$ cat src/rtl/ibcode_pkg.sv
package ibcode_pkg;

  // Code length for a given length-select value
  function automatic int unsigned code_len(input int unsigned sel,
                                           input int unsigned min_len);
    return min_len + sel;
  endfunction

endpackage

$ cat src/rtl/ibcode_phase.sv
// Code position counter: wraps at the selected last position, holds on spared slots
module ibcode_phase #(
  parameter int PH_W = 3
) (
  input  logic            clk,
  input  logic            rst,
  input  logic            bit_en,
  input  logic            run,
  input  logic            hold,
  input  logic [PH_W-1:0] last,
  output logic [PH_W-1:0] phase,
  output logic [PH_W-1:0] eff
);

  // A position past the end (after the length is cut) is treated as position 0
  always_comb begin
    eff = (phase > last) ? '0 : phase;
  end

  always_ff @(posedge clk) begin
    if (rst) begin
      phase <= '0;
    end else if (bit_en) begin
      if (!run) begin
        phase <= '0;
      end else if (!hold) begin
        phase <= (eff == last) ? '0 : eff + 1'b1;
      end
    end
  end

endmodule

$ cat src/rtl/ibcode_pick.sv
// Selects the current code bit, MSB of the active field first
module ibcode_pick #(
  parameter int PAT_W = 7,
  parameter int PH_W  = 3
) (
  input  logic [PAT_W-1:0] pattern,
  input  logic [PH_W-1:0]  last,
  input  logic [PH_W-1:0]  eff,
  output logic             code_bit
);

  logic [PH_W-1:0] idx;

  always_comb begin
    idx      = last - eff;
    code_bit = 1'b0;
    for (int i = 0; i < PAT_W; i++) begin
      if (idx == i[PH_W-1:0]) code_bit = pattern[i];
    end
  end

endmodule

$ cat src/rtl/ibcode_gen.sv
module ibcode_gen #(
  parameter int PAT_W   = 7,
  parameter int SEL_W   = 2,
  parameter int MIN_LEN = 4
) (
  input  logic             clk,
  input  logic             rst,
  input  logic             bit_en,
  input  logic [PAT_W-1:0] cfg_pattern,
  input  logic [SEL_W-1:0] cfg_len_sel,
  input  logic             cfg_start,
  input  logic             cfg_unframed,
  input  logic             tx_data_in,
  input  logic             tx_fbit_in,
  output logic             tx_data_out
);
  import ibcode_pkg::*;

  localparam int PH_W    = (PAT_W > 1) ? $clog2(PAT_W) : 1;
  localparam int MAX_LEN = int'(code_len((1 << SEL_W) - 1, MIN_LEN));
  localparam logic [PH_W-1:0] BASE_LAST = PH_W'(MIN_LEN - 1);

  initial begin
    if (MAX_LEN > PAT_W) $error("length select exceeds pattern width");
  end

  logic [PH_W-1:0] last;
  logic [PH_W-1:0] phase_q;
  logic [PH_W-1:0] phase_eff;
  logic            hold;
  logic            code_bit;

  assign last = BASE_LAST + PH_W'(cfg_len_sel);
  assign hold = tx_fbit_in & ~cfg_unframed;

  ibcode_phase #(.PH_W(PH_W)) phase_i (
    .clk   (clk),
    .rst   (rst),
    .bit_en(bit_en),
    .run   (cfg_start),
    .hold  (hold),
    .last  (last),
    .phase (phase_q),
    .eff   (phase_eff)
  );

  ibcode_pick #(.PAT_W(PAT_W), .PH_W(PH_W)) pick_i (
    .pattern (cfg_pattern),
    .last    (last),
    .eff     (phase_eff),
    .code_bit(code_bit)
  );

  always_ff @(posedge clk) begin
    if (rst) begin
      tx_data_out <= 1'b0;
    end else if (bit_en) begin
      tx_data_out <= (!cfg_start || hold) ? tx_data_in : code_bit;
    end
  end

endmodule

$ cat config.mk
export PLATFORM = sky130hd
export DESIGN_NAME = ibcode_gen
export DESIGN_NICKNAME = d
export VERILOG_FILES = /design/src/rtl/ibcode_pkg.sv /design/src/rtl/ibcode_phase.sv /design/src/rtl/ibcode_pick.sv /design/src/rtl/ibcode_gen.sv
export SDC_FILE = /design/constraint.sdc
export NUM_CORES = 1
export LEC_CHECK = 0
export ABC_AREA = 1
export CAP_MARGIN = 0
export CELL_PAD_IN_SITES_DETAIL_PLACEMENT = 1
export CELL_PAD_IN_SITES_GLOBAL_PLACEMENT = 1
export CORE_MARGIN = 4
export CORE_UTILIZATION = 32
export DETAILED_ROUTE_END_ITERATION = 10
export PLACE_DENSITY_LB_ADDON = 0.1
export SYNTH_ARGS = -nofsm -noshare
export SYNTH_HDL_FRONTEND = slang
export SYNTH_SLANG_ARGS = --single-unit
$ cat constraint.sdc
create_clock -name clk -period 4.1 [get_ports clk]
set_input_delay 0.41 -clock clk [delete_from_list [all_inputs] [get_ports clk]]
set_output_delay 0.41 -clock clk [all_outputs]
set_load 0.005 [all_outputs]
==> metrics.md, run 1 <==
| Metric | Value |
|---|---|
| Run status | `finished clean` |
| Avg Inst Size Synth | `6.346 um^2` |
| R2r startpoint | `phase_i.phase[2]$_SDFFE_PP0P_` |
| Clk slew on worst S/H paths | `0.04 ns` |
| Num CTS Buffers | `3` |
| Post-synth EDFFs | `0` |
| Skew-Pair Late Insertion Delay | `0.23 ns` |
| CP max FO | `5` |
| Row count | `14` |
| Clock network fraction of total power | `32.5%` |
| Ports | `17` |
| Post-synthesis sequential area ratio | `15.20%` |
| Worst-Margin Slew | `0.2563 ns` |
| Placeable Area | `1524 um^2` |
| Die area | `2359 um^2` |
| Final #Nets | `128` |
| Via Count | `555` |
| Worst VDD drop | `0.0001797 V` |
| Count of different cell masters after synthesis | `18` |
| Fill cell instance count of the final layout | `200` |
| Total GRT Usage | `10.13%` |
| Hold bufs inserted after CTS | `0` |
| H-tree Lvls | `1` |
| Dominant cell type by area after synthesis | `ha_1` |
| Vias in the first global route | `517` |
| CP required | `4.26 ns` |
| YS warnings | `0` |
| Share of the synthesized area in the top cell type | `16.63%` |
| Drt drc | `0` |
| CTS root buf | `clkbuf_4` |
| Fin Hold WS | `0.4807 ns` |
| Seq pwr share | `29.1%` |
| Final-report max-slew violation count | `0` |
| Final period util | `79.94%` |
| Comb power frac | `38.4%` |
| Post-route ant nets | `0` |
| P_leak | `0.3761 nW` |
| First drt pass iteration count | `2` |
| WHS Path Cells | `2` |
| Crit Path Category | `in2reg` |
| Core Util, Final | `47.87%` |
| Final Critical Period | `3.278 ns` |
| Fin Setup TNS | `0 ns` |
| Final WS setup | `0.8223 ns` |
| HPWL Detailed | `1.027 mm` |
| F_max | `305.1 MHz` |
| Flop2flop setup slack | `1.38 ns` |
| Synth top area cells | `ha_1 17%, dfxtp_1 15%, nand2_1 14%` |
| Initial antenna violation count | `0` |
| Final Instance Area | `729.5 um^2` |
| P&R area growth vs syn | `38.48%` |
| Maximum capacitance violations | `0` |
| Chip Width | `48.57 um` |
| Clk buf depth | `2` |
| Post-synth ARST share | `0%` |
| First-pass GRT wire length | `1.980 mm` |
| DRT iter0 DRCs | `6` |
| Syn_nets | `107` |
| Ys flop type | `dfxtp_1` |
| Depth of the worst register-to-register path | `19` |
| RSZ-0062 raised after global routing | `no` |
| Syn Inst Count | `83` |
| Layout cells sized above 1 | `11.76%` |
| Initial core utilization | `34.56%` |
| Placed Area | `706.9 um^2` |
| Total net switching power | `0.00004119 W` |
| Final setup violating endpoints | `0` |
| Post-cts gate resize count | `0` |
| Worst r2r dst | `tx_data_out$_SDFFE_PP0P_` |
| Critical Path AT | `3.44 ns` |
| Port Buf Inserts | `16` |
| Pre-CTS WS | `0.5465 ns` |
| Die Ht | `48.57 um` |
| Count leader, synth | `nand2_1` |
| Sw Ratio | `28.85%` |
| Hold_sp | `phase_i.phase[0]$_SDFFE_PP0P_` |
| Int Pwr | `0.0001016 W` |
| Critical Path Source Type | `input port` |
| Global route overflow | `0` |
| Total Wirelength | `1.156 mm` |
| Hold endpoint | `phase_i.phase[0]$_SDFFE_PP0P_` |
| Hold WC Path Type | `reg2reg` |
| Relative slew margins | `82.89%` |
| Crit end category | `register` |
| CTS tree | `yes` |
| CTS Sinks | `4` |
| Synth top cells by count | `20 x nand2_1, 18 x inv_1, 7 x ha_1, 7 x nand3_1, 7 x nor2_1` |
| N_diodes | `0` |
| GPL Wtd Cong | `0.7196` |
| Largest net degree at the start of global routing | `6` |
| Power density over the cells | `195.8 nW/um^2` |
| Mapped Area | `526.8 um^2` |
| Hold violation count in the final report | `0` |
| Via-to-Cell Ratio | `4.703` |
| DR WL/cell | `9.797 um` |
| Post CTS Setup Buffer Count | `0` |
| Clk_skew | `0.004799 ns` |
| Synthesis-stage register bit count | `4` |
[placed cells by master, fill, tap and decap left out, drive strengths merged]
| master | count |
|---|---|
| a21oi | 6 |
| clkbuf | 3 |
| clkdlybuf4s50 | 16 |
| dfxtp | 4 |
| fa | 1 |
| ha | 7 |
| inv | 19 |
| nand2 | 24 |
| nand3 | 9 |
| nand4 | 1 |
| nor2 | 7 |
| o21ai | 2 |
| o22ai | 1 |
| o31ai | 1 |
| xnor2 | 1 |
[cell families (layout without fill, tap and decap cells)]
family / Yosys count / after routing / synth area share, %
xor+xnor: 1 / 1 / 1.663
fa+ha+maj: 8 / 8 / 20.43
compound gates: 10 / 10 / 11.64
buf+inv: 19 / 38 / 13.54
flops: 4 / 4 / 15.20
simple gates: 41 / 41 / 37.53
[stage by stage]
stage	total power (W)	instances
final	0.0001428	118
after floorplan	0.00007427	83
after global placement	0.00009698	115
after detailed placement	0.00009780	115
after CTS	0.0001464	118
after global routing	0.0001583	118
[area by class of cell]
cell class / count / area, um^2 / share of cell area, %
Clock buffer: 3 / 22.52 / 3.087
Inverter: 19 / 71.32 / 9.777
Multi-Input combinational cell: 60 / 375.4 / 51.46
Sequential cell: 4 / 80.08 / 10.98
Tap cell: 16 / 20.02 / 2.744
Timing Repair Buffer: 16 / 160.2 / 21.96
[state kept, by name (all words and copies together), names as in the netlist]
name           count
tx_data_out        1
phase_i.phase      3
[per-layer routing]
layer  GRT usage [%]  wire [um]  vias up
li1                -          -      300
met1           12.62        547      244
met2           16.09        547       11
met3           3.067         60        0
met4           4.036          0        0
met5               0          0        -
[critical path, stage by stage]
cell             delay [ns]
clkdlybuf4s50_1        0.49
inv_1                  0.07
ha_1                   0.25
ha_1                   0.34
a21oi_2                0.15
nand2_2                0.07
nand2_4                0.09
nand2_1                0.07
inv_1                  0.09
ha_1                   0.14
inv_1                  0.04
fa_1                   0.51
inv_1                  0.08
nand2_1                0.06
nor2_1                 0.04
o22ai_1                0.11
o31ai_1                0.09
nand2_1                0.07
nand2_1                0.05
nand2_1                0.06
nand2_1                0.05
a21oi_2                0.11
[how the worst max path moves through the flow]
stage / end / startpoint
final: tx_data_out$_SDFFE_PP0P_ / cfg_len_sel[0]
after global routing: tx_data_out$_SDFFE_PP0P_ / cfg_len_sel[0]
after CTS: tx_data_out$_SDFFE_PP0P_ / cfg_len_sel[0]
after detailed placement: tx_data_out$_SDFFE_PP0P_ / cfg_len_sel[0]
after global placement: tx_data_out$_SDFFE_PP0P_ / cfg_len_sel[0]
after floorplan: tx_data_out$_SDFFE_PP0P_ / cfg_len_sel[0]
[power by group through the flow]
| stage | sequential [W] | clock [W] | combinational, W |
|---|---|---|---|
| global route | 0.0000417 | 0.0000541 | 0.0000625 |
| detailed placement | 0.0000422 | 0 | 0.0000556 |
| finish | 0.0000416 | 0.0000464 | 0.0000548 |
| CTS | 0.0000416 | 0.0000487 | 0.0000561 |
| global placement | 0.0000421 | 0 | 0.0000549 |
| floorplan | 0.0000421 | 0 | 0.0000322 |
Power figures use the tool's default switching activity.
==> run 2, diff against run 1 <==
CORE_UTILIZATION = 27   (was 32)
clock period = 2.85 ns   (was 4.1 ns; I/O delays follow)
==> metrics.md, run 2 (same netlist as run 1, synthesis figures left out) <==
| Metric | Value |
|---|---|
| P&R area growth vs syn | `67.93%` |
| Row count | `15` |
| Num CTS Buffers | `3` |
| First-pass GRT wire length | `2.435 mm` |
| Hold violation count in the final report | `0` |
| Final-report max-slew violation count | `0` |
| First drt pass iteration count | `2` |
| Total GRT Usage | `12.44%` |
| Die Ht | `52.17 um` |
| Largest net degree at the start of global routing | `6` |
| CTS root buf | `clkbuf_4` |
| Initial core utilization | `29.54%` |
| Post CTS Setup Buffer Count | `0` |
| Global route overflow | `0` |
| Initial antenna violation count | `0` |
| Post-route ant nets | `0` |
| P_leak | `0.4235 nW` |
| Int Pwr | `0.0001613 W` |
| Leading cell type in the layout, fill and taps excluded | `nand2_1` |
| Relative slew margins | `86.54%` |
| Chip Width | `52.17 um` |
| Final setup violating endpoints | `0` |
| Seq pwr share | `25.8%` |
| Maximum capacitance violations | `0` |
| Hold bufs inserted after CTS | `0` |
| Crit Path Category | `in2reg` |
| CTS tree | `yes` |
| Vias in the first global route | `575` |
| RSZ-0062 raised after global routing | `no` |
| Worst-Margin Slew | `0.2002 ns` |
| H-tree Lvls | `1` |
| Core Util, Final | `49.61%` |
| Worst VDD drop | `0.0002318 V` |
| Final #Nets | `137` |
| Largest Register | `phase_i.phase` |
| DRT iter0 DRCs | `1` |
| Ports | `17` |
| Placeable Area | `1783 um^2` |
| Clock network fraction of total power | `30.4%` |
| DR WL/cell | `11.39 um` |
| Final period util | `92.48%` |
| Clk_skew | `0.002647 ns` |
| Power density over the cells | `263.8 nW/um^2` |
| GPL Wtd Cong | `0.7750` |
| Fin Hold WS | `0.4860 ns` |
| F_max | `379.4 MHz` |
| Via-to-Cell Ratio | `4.316` |
| Final Instance Area | `884.6 um^2` |
| Total net switching power | `0.00007204 W` |
| Comb power frac | `43.9%` |
| Sw Ratio | `30.87%` |
| N_diodes | `0` |
| CP required | `3.02 ns` |
| Clk slew on worst S/H paths | `0.04 ns` |
| Flop2flop setup slack | `0.34 ns` |
| CP max FO | `3` |
| Most frequent cells in the layout | `18 x nand2_1, 14 x clkdlybuf4s50_1, 13 x inv_1, 9 x buf_4, 7 x nor2_1` |
| Placed Area | `785.8 um^2` |
| Skew-Pair Late Insertion Delay | `0.24 ns` |
| Drt drc | `0` |
| Port Buf Inserts | `16` |
| Crit end category | `register` |
| HPWL Detailed | `1.181 mm` |
| Via Count | `587` |
| Layout cells sized above 1 | `31.53%` |
| Critical Path Source Type | `input port` |
| Final Critical Period | `2.636 ns` |
| Run status | `finished clean` |
| Critical Path AT | `2.81 ns` |
| CTS Sinks | `4` |
| Hold WC Path Type | `reg2reg` |
| Clk buf depth | `2` |
| Biggest registers after layout | `phase_i.phase (3), tx_data_out (1)` |
| Die area | `2722 um^2` |
| Fin Setup TNS | `0 ns` |
| Max reg flops | `3` |
| Total Wirelength | `1.549 mm` |
[run 2: cell types whose count changed in the layout (fill, tap and decap cells not counted), moves of 4 or more]
cell / before / now
ha_1: 7 / 3
inv_2: 1 / 6
inv_1: 18 / 13
buf_4: 0 / 9
ha_4: 0 / 4
[run 2: final timing paths]
| kind | cells after the start | end | start |
|---|---|---|---|
| setup / recovery | 22 | tx_data_out$_SDFFE_PP0P_ | cfg_len_sel[0] |
| hold / removal | 2 | tx_data_out$_SDFFE_PP0P_ | tx_data_out$_SDFFE_PP0P_ |
| setup reg to reg | 19 | tx_data_out$_SDFFE_PP0P_ | phase_i.phase[2]$_SDFFE_PP0P_ |
| hold reg to reg | 2 | tx_data_out$_SDFFE_PP0P_ | tx_data_out$_SDFFE_PP0P_ |
[run 2: cell type report]
cell class | instances | area [um^2]
Clock buffer | 3 | 22.52
Fill cell | 234 | 898.4
Inverter | 19 | 71.32
Multi-Input combinational cell | 60 | 450.4
Sequential cell | 4 | 80.08
Tap cell | 25 | 31.28
Timing Repair Buffer | 25 | 229.0
[run 2: through the flow]
| step | power [W] | setup WS, ns | instances |
|---|---|---|---|
| after floorplan | 0.0001068 | 0.2162 | 83 |
| after global placement | 0.0001483 | -0.4168 | 133 |
| after detailed placement | 0.0001502 | -0.5011 | 133 |
| after CTS | 0.0002349 | 0.004146 | 136 |
| after global routing | 0.0002547 | 0.01923 | 136 |
| final | 0.0002334 | 0.2144 | 136 |
[run 2: timing repair]
| action | in CTS | in global routing |
|---|---|---|
| cloned | 0 | 0 |
| resized for setup | 11 | 7 |
| endpoints found under the setup margin | 1 | 1 |
| pin swaps | 3 | 6 |
[run 2: power groups by stage]
stage | Clock, W | Sequential, W | Combinational, W
after floorplan | 0 | 0.0000605 | 0.0000463
after global placement | 0 | 0.0000608 | 0.0000876
after detailed placement | 0 | 0.0000607 | 0.0000894
after CTS | 0.0000761 | 0.0000601 | 0.0000987
after global routing | 0.0000779 | 0.0000605 | 0.000116
final | 0.0000709 | 0.0000602 | 0.000102
[run 2: worst max-delay path, cell delays in order]
cell	delay, ns
dlygate4sd2_1	0.25
inv_2	0.07
ha_4	0.20
ha_4	0.17
a21oi_4	0.16
nand2_2	0.09
nand2_4	0.07
nand2_2	0.05
inv_2	0.08
ha_4	0.12
inv_2	0.03
fa_2	0.54
inv_2	0.05
nand2_1	0.06
nor2_1	0.04
o22ai_1	0.12
o31ai_1	0.09
nand2_1	0.07
nand2_1	0.04
nand2_1	0.07
nand2_2	0.05
a21oi_2	0.10
[run 2: routing by layer]
metal / routed length [um] / GRT usage [%]
met5: 0 / 0
met4: 39 / 8.936
met3: 70 / 1.994
met2: 752 / 19.04
met1: 687 / 15.64
